**config.mk**
```make
export PLATFORM = sky130hd
export DESIGN_NAME = tb3_core
export DESIGN_NICKNAME = d
export VERILOG_FILES = /design/src/rtl/tb3_pkg.sv /design/src/rtl/tb3_regfile.sv /design/src/rtl/tb3_alu.sv /design/src/rtl/tb3_seq.sv /design/src/rtl/tb3_core.sv
export SDC_FILE = /design/constraint.sdc
export NUM_CORES = 1
export LEC_CHECK = 0
export CAP_MARGIN = 20
export CORE_UTILIZATION = 55
export DETAILED_ROUTE_END_ITERATION = 7
export PLACE_DENSITY = 0.76
export SYNTH_ARGS = -nofsm -noshare
export SYNTH_HDL_FRONTEND = slang
export SYNTH_HIERARCHICAL = 1
export SYNTH_SLANG_ARGS = --single-unit
```
**constraint.sdc**
```tcl
create_clock -name clk -period 7.75 [get_ports clk]
set_clock_uncertainty 0.15 [all_clocks]
set_input_delay 1.55 -clock clk [delete_from_list [all_inputs] [get_ports clk]]
set_output_delay 1.55 -clock clk [all_outputs]
set_load 0.01 [all_outputs]
```
**src/rtl/tb3_pkg.sv**
```systemverilog
package tb3_pkg;

  typedef enum logic [1:0] {
    ST_FETCH  = 2'd0,
    ST_WAIT   = 2'd1,
    ST_DECODE = 2'd2,
    ST_EXEC   = 2'd3
  } step_t;

  typedef enum logic [0:0] {
    ALU_PASS_B = 1'b0,
    ALU_ADD    = 1'b1
  } alu_op_t;

  typedef struct packed {
    logic    pc_to_b;   // counter drives bus B
    logic    mdr_to_b;  // data register drives bus B
    logic    ld_mar;    // address register takes bus C
    logic    ld_ir;     // instruction register takes bus C
    logic    rd_req;    // start a memory read
    logic    inc_pc;    // incrementer updates the counter
    logic    cap_mdr;   // memory data is latched
    logic    sel_k4;    // ALU A side takes the constant
    alu_op_t op;
    logic    wr_dst;    // register file write from bus C
    logic    fin;       // end of instruction
  } ctl_t;

endpackage

```
**src/rtl/tb3_regfile.sv**
```systemverilog
module tb3_regfile #(
  parameter int DW = 16,
  parameter int AW = 3
) (
  input  logic          clk,
  input  logic          rst,
  input  logic [AW-1:0] ra_idx,
  output logic [DW-1:0] ra_data,
  input  logic [AW-1:0] rb_idx,
  output logic [DW-1:0] rb_data,
  input  logic          we,
  input  logic [AW-1:0] w_idx,
  input  logic [DW-1:0] w_data
);
  localparam int NREG = 1 << AW;

  logic [DW-1:0] regs [NREG];

  for (genvar k = 0; k < NREG; k++) begin : g_reg
    always_ff @(posedge clk) begin
      if (rst)
        regs[k] <= DW'(k);
      else if (we && (w_idx == AW'(k)))
        regs[k] <= w_data;
    end
  end

  assign ra_data = regs[ra_idx];
  assign rb_data = regs[rb_idx];

endmodule

```
**src/rtl/tb3_alu.sv**
```systemverilog
module tb3_alu
  import tb3_pkg::*;
#(
  parameter int DW = 16,
  parameter int KVAL = 4
) (
  input  logic [DW-1:0] bus_a,
  input  logic [DW-1:0] bus_b,
  input  logic          sel_k4,
  input  alu_op_t       op,
  output logic [DW-1:0] bus_c
);
  logic [DW-1:0] a_side;

  assign a_side = sel_k4 ? DW'(KVAL) : bus_a;

  always_comb begin
    case (op)
      ALU_ADD:    bus_c = a_side + bus_b;
      default:    bus_c = bus_b;
    endcase
  end

endmodule

```
**src/rtl/tb3_seq.sv**
```systemverilog
module tb3_seq
  import tb3_pkg::*;
(
  input  logic  clk,
  input  logic  rst,
  input  logic  mfc,
  output step_t step,
  output ctl_t  ctl
);
  always_ff @(posedge clk) begin
    if (rst) begin
      step <= ST_FETCH;
    end else begin
      case (step)
        ST_FETCH:  step <= ST_WAIT;
        ST_WAIT:   if (mfc) step <= ST_DECODE;
        ST_DECODE: step <= ST_EXEC;
        default:   step <= ST_FETCH;
      endcase
    end
  end

  always_comb begin
    ctl = '0;
    ctl.op = ALU_PASS_B;
    case (step)
      ST_FETCH: begin
        ctl.pc_to_b = 1'b1;
        ctl.ld_mar  = 1'b1;
        ctl.rd_req  = 1'b1;
        ctl.inc_pc  = 1'b1;
      end
      ST_WAIT: begin
        ctl.cap_mdr = mfc;
      end
      ST_DECODE: begin
        ctl.mdr_to_b = 1'b1;
        ctl.ld_ir    = 1'b1;
      end
      default: begin
        ctl.op     = ALU_ADD;
        ctl.wr_dst = 1'b1;
        ctl.fin    = 1'b1;
      end
    endcase
  end

endmodule

```
**src/rtl/tb3_core.sv**
```systemverilog
module tb3_core
  import tb3_pkg::*;
#(
  parameter int DW     = 16,
  parameter int AW     = 3,
  parameter int PC_INC = 4
) (
  input  logic          clk,
  input  logic          rst,
  output logic [DW-1:0] mem_addr_o,
  output logic          mem_rd_o,
  input  logic [DW-1:0] mem_rdata_i,
  input  logic          mem_done_i,
  output logic [DW-1:0] ir_o,
  output logic [DW-1:0] pc_o,
  output logic [1:0]    step_o,
  output logic          end_o,
  output logic [AW-1:0] wb_idx_o,
  output logic [DW-1:0] wb_data_o
);
  localparam int DST_LSB = 0;
  localparam int SB_LSB  = AW;
  localparam int SA_LSB  = 2 * AW;

  step_t         step;
  ctl_t          ctl;
  logic [DW-1:0] pc_q, mar_q, mdr_q, ir_q, wb_data_q;
  logic          rd_q, end_q;
  logic [AW-1:0] wb_idx_q;
  logic [DW-1:0] bus_a, bus_b, bus_c, rf_b;
  logic [AW-1:0] sa_idx, sb_idx, dst_idx;

  assign sa_idx  = ir_q[SA_LSB +: AW];
  assign sb_idx  = ir_q[SB_LSB +: AW];
  assign dst_idx = ir_q[DST_LSB +: AW];

  tb3_seq seq_i (
    .clk  (clk),
    .rst  (rst),
    .mfc  (mem_done_i),
    .step (step),
    .ctl  (ctl)
  );

  tb3_regfile #(.DW(DW), .AW(AW)) rf_i (
    .clk     (clk),
    .rst     (rst),
    .ra_idx  (sa_idx),
    .ra_data (bus_a),
    .rb_idx  (sb_idx),
    .rb_data (rf_b),
    .we      (ctl.wr_dst),
    .w_idx   (dst_idx),
    .w_data  (bus_c)
  );

  assign bus_b = ctl.pc_to_b  ? pc_q  :
                 ctl.mdr_to_b ? mdr_q : rf_b;

  tb3_alu #(.DW(DW), .KVAL(4)) alu_i (
    .bus_a  (bus_a),
    .bus_b  (bus_b),
    .sel_k4 (ctl.sel_k4),
    .op     (ctl.op),
    .bus_c  (bus_c)
  );

  always_ff @(posedge clk) begin
    if (rst) begin
      pc_q      <= '0;
      mar_q     <= '0;
      mdr_q     <= '0;
      ir_q      <= '0;
      rd_q      <= 1'b0;
      end_q     <= 1'b0;
      wb_idx_q  <= '0;
      wb_data_q <= '0;
    end else begin
      if (ctl.inc_pc)  pc_q  <= pc_q + DW'(PC_INC);
      if (ctl.ld_mar)  mar_q <= bus_c;
      if (ctl.cap_mdr) mdr_q <= mem_rdata_i;
      if (ctl.ld_ir)   ir_q  <= bus_c;
      if (ctl.rd_req)       rd_q <= 1'b1;
      else if (ctl.cap_mdr) rd_q <= 1'b0;
      end_q <= ctl.fin;
      if (ctl.wr_dst) begin
        wb_idx_q  <= dst_idx;
        wb_data_q <= bus_c;
      end
    end
  end

  assign mem_addr_o = mar_q;
  assign mem_rd_o   = rd_q;
  assign ir_o       = ir_q;
  assign pc_o       = pc_q;
  assign step_o     = step;
  assign end_o      = end_q;
  assign wb_idx_o   = wb_idx_q;
  assign wb_data_o  = wb_data_q;

endmodule

```
* Word level (Yosys, flattened, before mapping)
Memories as Yosys holds them, arrays and structs flattened. A register that Yosys moved wholly into a read port is not among the register bits. Index checks and enable logic that the tools add are counted.
Storage, ports and cells: bits in registers 87, latch bits 0, RAM bits 128, memory bits (read-only) 0, logic and storage cells 92, memories kept 1
Operators by class: $add $sub $neg 2, $mul 0, div/mod/pow operators 0, $lt $le $gt $ge 0, equality and inequality tests 10, shifts and indexed selects 0, multiplexer cells 50, bitwise operators 8, reduce and logical (&&, ||, !) cells 12
Memory list:
- rf_i.regs | words 8, bits a word 16, rd ports 2, clocked after memory_dff 2, wr ports 8, line tb3_regfile.sv:17 | logic [DW-1:0] regs [NREG];
Operator list (number):
- 2-to-1 mux 16 bit | 11
- 2-to-1 mux 1 bit | 31
- adder 16 bit | 1
- adder 16 x 3 -> 16 bit (second input constant) | 1
- 2-to-1 mux 3 bit | 5
- == test 3 bit (second input constant) | 4
- logical AND 1 bit | 8
- bitwise OR 1 bit | 8
- == test 3 x 2 -> 1 bit (second input constant) | 2
- one-hot mux 2 bit (3 select lines) | 1
- 2-to-1 mux 2 bit | 2
- == test 3 x 1 -> 1 bit (second input constant) | 1
- logical NOT 3 bit | 1
- OR reduction 3 bit | 1
- == test 2 x 1 -> 1 bit (second input constant) | 1
- == test 2 bit (second input constant) | 1
- logical NOT 2 bit | 1
- inequality test 2 bit (second input constant) | 1
- nonzero test 2 bit | 1

* Depth between registers and ports, before layout
word-level depth 8, gate-level depth with buffers 16, gate-level depth less buffers 13

* Modules after synthesis
Netlist, hierarchy kept.
Modules (own cells, without submodules):
- tb3_regfile | times used 1, cells an instance 430, area each 6921.6 um2, seq. area each 3843.7 um2
- tb3_core | times used 1, cells an instance 351, area each 3384.5 um2, seq. area each 1661.6 um2
- tb3_alu | times used 1, cells an instance 153, area each 1131.1 um2, seq. area each 0.0 um2
- tb3_seq | times used 1, cells an instance 23, area each 196.4 um2, seq. area each 40.0 um2

* Worst setup path before layout
Ideal clock, no wire load.
path kind reg2reg, from register ir_o[3] (netlist name), to memory rf_i.regs[0][12] (data pin), setup time 0.157 ns, arrival 3.772 ns, required time 7.443 ns, slack 3.671 ns, stages on the path, launching flop included 16, path buffers 2, period minus slack after synthesis 4.079 ns, cells stage by stage dfxtp_1 > buf_6 > buf_6 > mux4_2 > mux2_2 > mux2i_1 > nor2_1 > ha_1 > fa_1 > a21oi_1 > o21ai_0 > a22o_1 > or4_1 > nand4_1 > clkinv_1 > nor3_1
RTL lines (line):
- end, declared | tb3_regfile.sv:17

==> flow_metrics.py <==
metrics = {
    "status": {
        "outcome": "finished clean",
    },
    "detailed_routing": {
        "vias": 8148,
        "viasPerCell": 6.277,
        "drc": 0,
        "drt_wl_total_mm": 29.60,
        "drtIter0Drc": 844,
        "post_drt_wl_per_cell_um": 22.81,
        "first_pass_iters": 5,
        "drtAntennaViolNets": 0,
    },
    "synth": {
        "synth_seq_cells": 213,
        "synth_fa_ha_area_frac": 0.02323,
        "syn_area_per_cell_um2": 12.16,
        "yosysWarnings": 6,
        "syn_inst": 957,
        "synth_top_family_by_area": "multiplexers",
        "syn_area_mm2": 0.01163,
        "synth-simple-area-share": 0.1340,
        "synthXorXnorAreaFrac": 0.01054,
        "ys_async_sr_fraction": 0,
        "synth-edff-count": 128,
        "synth.area.mux_share": 0.2604,
        "seq_area_frac_synth": 0.4767,
        "synth_cell_type_count": 61,
        "yosys_most_used_dff": "edfxtp_1",
        "synth_compound_area_frac": 0.04646,
    },
    "final_layout": {
        "stdcell_area_mm2": 0.01331,
        "syn2layout_area_growth_pct": 14.37,
        "stdcell_count": 1298,
        "antenna_cells": 0,
        "layout-drive-gt1-share": 0.1255,
        "nNetsFinal": 1051,
    },
    "global_route": {
        "grt_max_degree": 66,
        "grt_antenna_before_repair": 0,
        "met3_usage": 0.04012,
        "grt-busiest-layer": "met2",
        "use_met2": 0.4425,
        "grt_use_met1": 0.3751,
        "gr-usage-all-layers": 0.2731,
        "grt_overflow_total": 0,
        "grt_pass1_wl_mm": 44.93,
        "grt_pass1_vias": 7681,
    },
    "floorplanning": {
        "initial_core_util": 0.5676,
        "rows": 52,
        "die_h_um": 147.4,
        "die_w_um": 147.4,
        "die_area_mm2": 0.02174,
        "io_pins": 90,
        "design.core.area_mm2": 0.02049,
    },
    "critical_path": {
        "path_class": "reg -> reg",
        "worst-r2r-cell-count": 14,
        "r2r-end": "rf_i/regs[5][14]",
        "path_delay_family": "multiplexers",
        "cp_slowest_stage_delay_ns": 0.59,
        "cp-endpoint": "rf_i/regs[5][14]",
        "r2r_slack_ns": 2.41,
        "path_depth": 14,
        "worstPathMaxFanout": 23,
        "startpoint": "ir_o[3]",
        "worst_r2r_startpoint": "ir_o[3]",
        "critPathSlowestCell": "mux4_1",
        "crit_arrival_ns": 5.54,
        "crit_buf_inv": 2,
        "cp-end-kind": "register",
        "start_kind": "register",
        "crit_required_ns": 7.95,
        "path_cells": "buf_4 -> mux4_1 -> mux2_2 -> mux2i_1 -> nor2_1 -> ha_1 -> fa_1 -> a21oi_1 -> o21ai_0 -> a22o_1 -> o21ai_0 -> mux2i_1 -> clkinv_1 -> nor3_1",
    },
    "placed_design": {
        "hpwl_mm": 19.00,
        "place.gp.congestion": 0.8786,
        "place_area_mm2": 0.01257,
        "dp.cells": 1254,
        "io_buffer_count": 87,
    },
    "power": {
        "cellLeakagePower_nw": 4.622,
        "power_density_mw_per_mm2": 280.4,
        "irDropWorstVdd_mv": 0.2070,
    },
    "clocking": {
        "clock_sinks": 213,
        "cts_tree": "done",
        "holdBufCountCts": 0,
        "htree_num_levels": 1,
        "cts_resized": 0,
        "clock_latency_ns": 0.53,
        "clk_pin_slew_worst_paths_ns": 0.06,
        "cts_setup_buffers": 0,
        "clockRootBuffer": "clkbuf_16",
        "numCtsBuffers": 24,
        "clockBufferDepth": 3,
    },
    "job": {
        "maxCapViolCount": 0,
    },
    "timing": {
        "finalMaxSlewViolations": 0,
        "max-slew-margin-rel": 0.2915,
        "tns_ns": 0,
        "grt_setup_unrepaired": "no",
        "period_share": 0.6893,
        "hold_violations": 0,
        "min_period_ns": 5.342,
        "fmaxAchievable_ghz": 0.1872,
        "worstMarginPinSlew_ns": 1.061,
        "setup_viol": 0,
    },
    "min_path": {
        "min-delay-start": "wb_data_o[10]",
        "hp-class": "reg -> reg",
    },
}
==> synth_stat cells, types with 13 or more instances <==
cell | count | share of area
nor3_1 | 117 | 0.050
nor2b_1 | 23 | 0.012
mux2i_1 | 87 | 0.075
buf_2 | 16 | 0.0069
a21oi_1 | 20 | 0.0086
nand2_1 | 31 | 0.010
inv_1 | 14 | 0.0045
or3_1 | 15 | 0.0081
mux4_1 | 56 | 0.13
edfxtp_1 | 128 | 0.33
clkinv_1 | 13 | 0.0042
o21ai_0 | 23 | 0.0099
mux2_2 | 45 | 0.044
ha_1 | 20 | 0.022
clkbuf_1 | 37 | 0.012
dfxtp_1 | 85 | 0.15
nor2_1 | 86 | 0.028
==> area by class of cell <==
type	count	area, um2
fillers	1567	7189
flip-flops and latches	213	5548
multi-input cells	633	5540
repair buffers	112	1054
clock buffers	30	623.1
well taps	270	337.8
clock inverters	13	101.3
inverters	27	101.3
==> worst min path at each step <==
stage,slack [ns],end,cells after the start
after global placement,0.32,mem_rd_o,2
final,0.34,wb_data_o[10],2
after floorplan,0.31,mdr_q[0],2
after detailed placement,0.33,wb_idx_o[2],2
after CTS,0.35,wb_idx_o[2],2
after global routing,0.36,mdr_q[9],2
==> worst reg2reg max path: cells and delay by family, from the launching register on <==
| family | cells | cell delay, ns |
|---|---|---|
| buffers and inverters | 2 | 0.84 |
| muxes | 4 | 1.58 |
| and+or+nand+nor | 2 | 0.39 |
| DFF | 1 | 0.54 |
| adders and majority gates | 2 | 0.69 |
| AOI/OAI and AO/OA | 4 | 0.96 |
==> through the flow <==
stage | total power [W] | setup slack, ns | hold slack (ns) | util
6_report | 0.003730 | 2.408 | 0.3429 | 0.6492
4_1_cts | 0.003727 | 2.510 | 0.3470 | 0.6488
3_5_place_dp | 0.002670 | 2.535 | 0.3305 | 0.6135
2_1_floorplan | 0.002279 | 3.671 | 0.3101 | -
3_3_place_gp | 0.002645 | 2.629 | 0.3210 | 0.6135
5_1_grt | 0.003880 | 2.264 | 0.3599 | 0.6492
==> state kept, by name (all words and copies together) (netlist names) <==
name and count:
rf_i/regs 128, mem_addr_o 16, ir_o 16, wb_idx_o 3
mdr_q 16, mem_rd_o 1, end_o 1, pc_o 14
wb_data_o 16, seq_i/step 2
==> kinds of logic after synthesis <==
family          count (synthesis)
flops                         213
fa+ha+maj                      21
buf+inv                       112
mux                           196
compound gates                 84
simple gates                  315
xor+xnor                       14
other cells                     2
==> power by group <==
group | total (W) | switching, W | internal, W
Sequential | 0.00137 | 0.0000784 | 0.00129
Combinational | 0.00130 | 0.000783 | 0.000514
Clock | 0.00106 | 0.000459 | 0.000603
==> layer usage <==
metal	wire (um)	vias to the layer above
met1	12210	3959
li1	-	3741
met3	2212	76
met5	0	-
met2	14190	372
met4	988	0
==> cells in the final DEF, fill, tap and decap left out, drive strengths merged, types with 30 or more instances in the layout <==
master         instances
clkbuf                30
clkdlybuf4s50         86
dfxtp                 85
edfxtp               128
mux2                  45
mux2i                 87
mux4                  64
nand2                 31
nor2                  86
nor3                 117
Power figures use the tool's default switching activity.
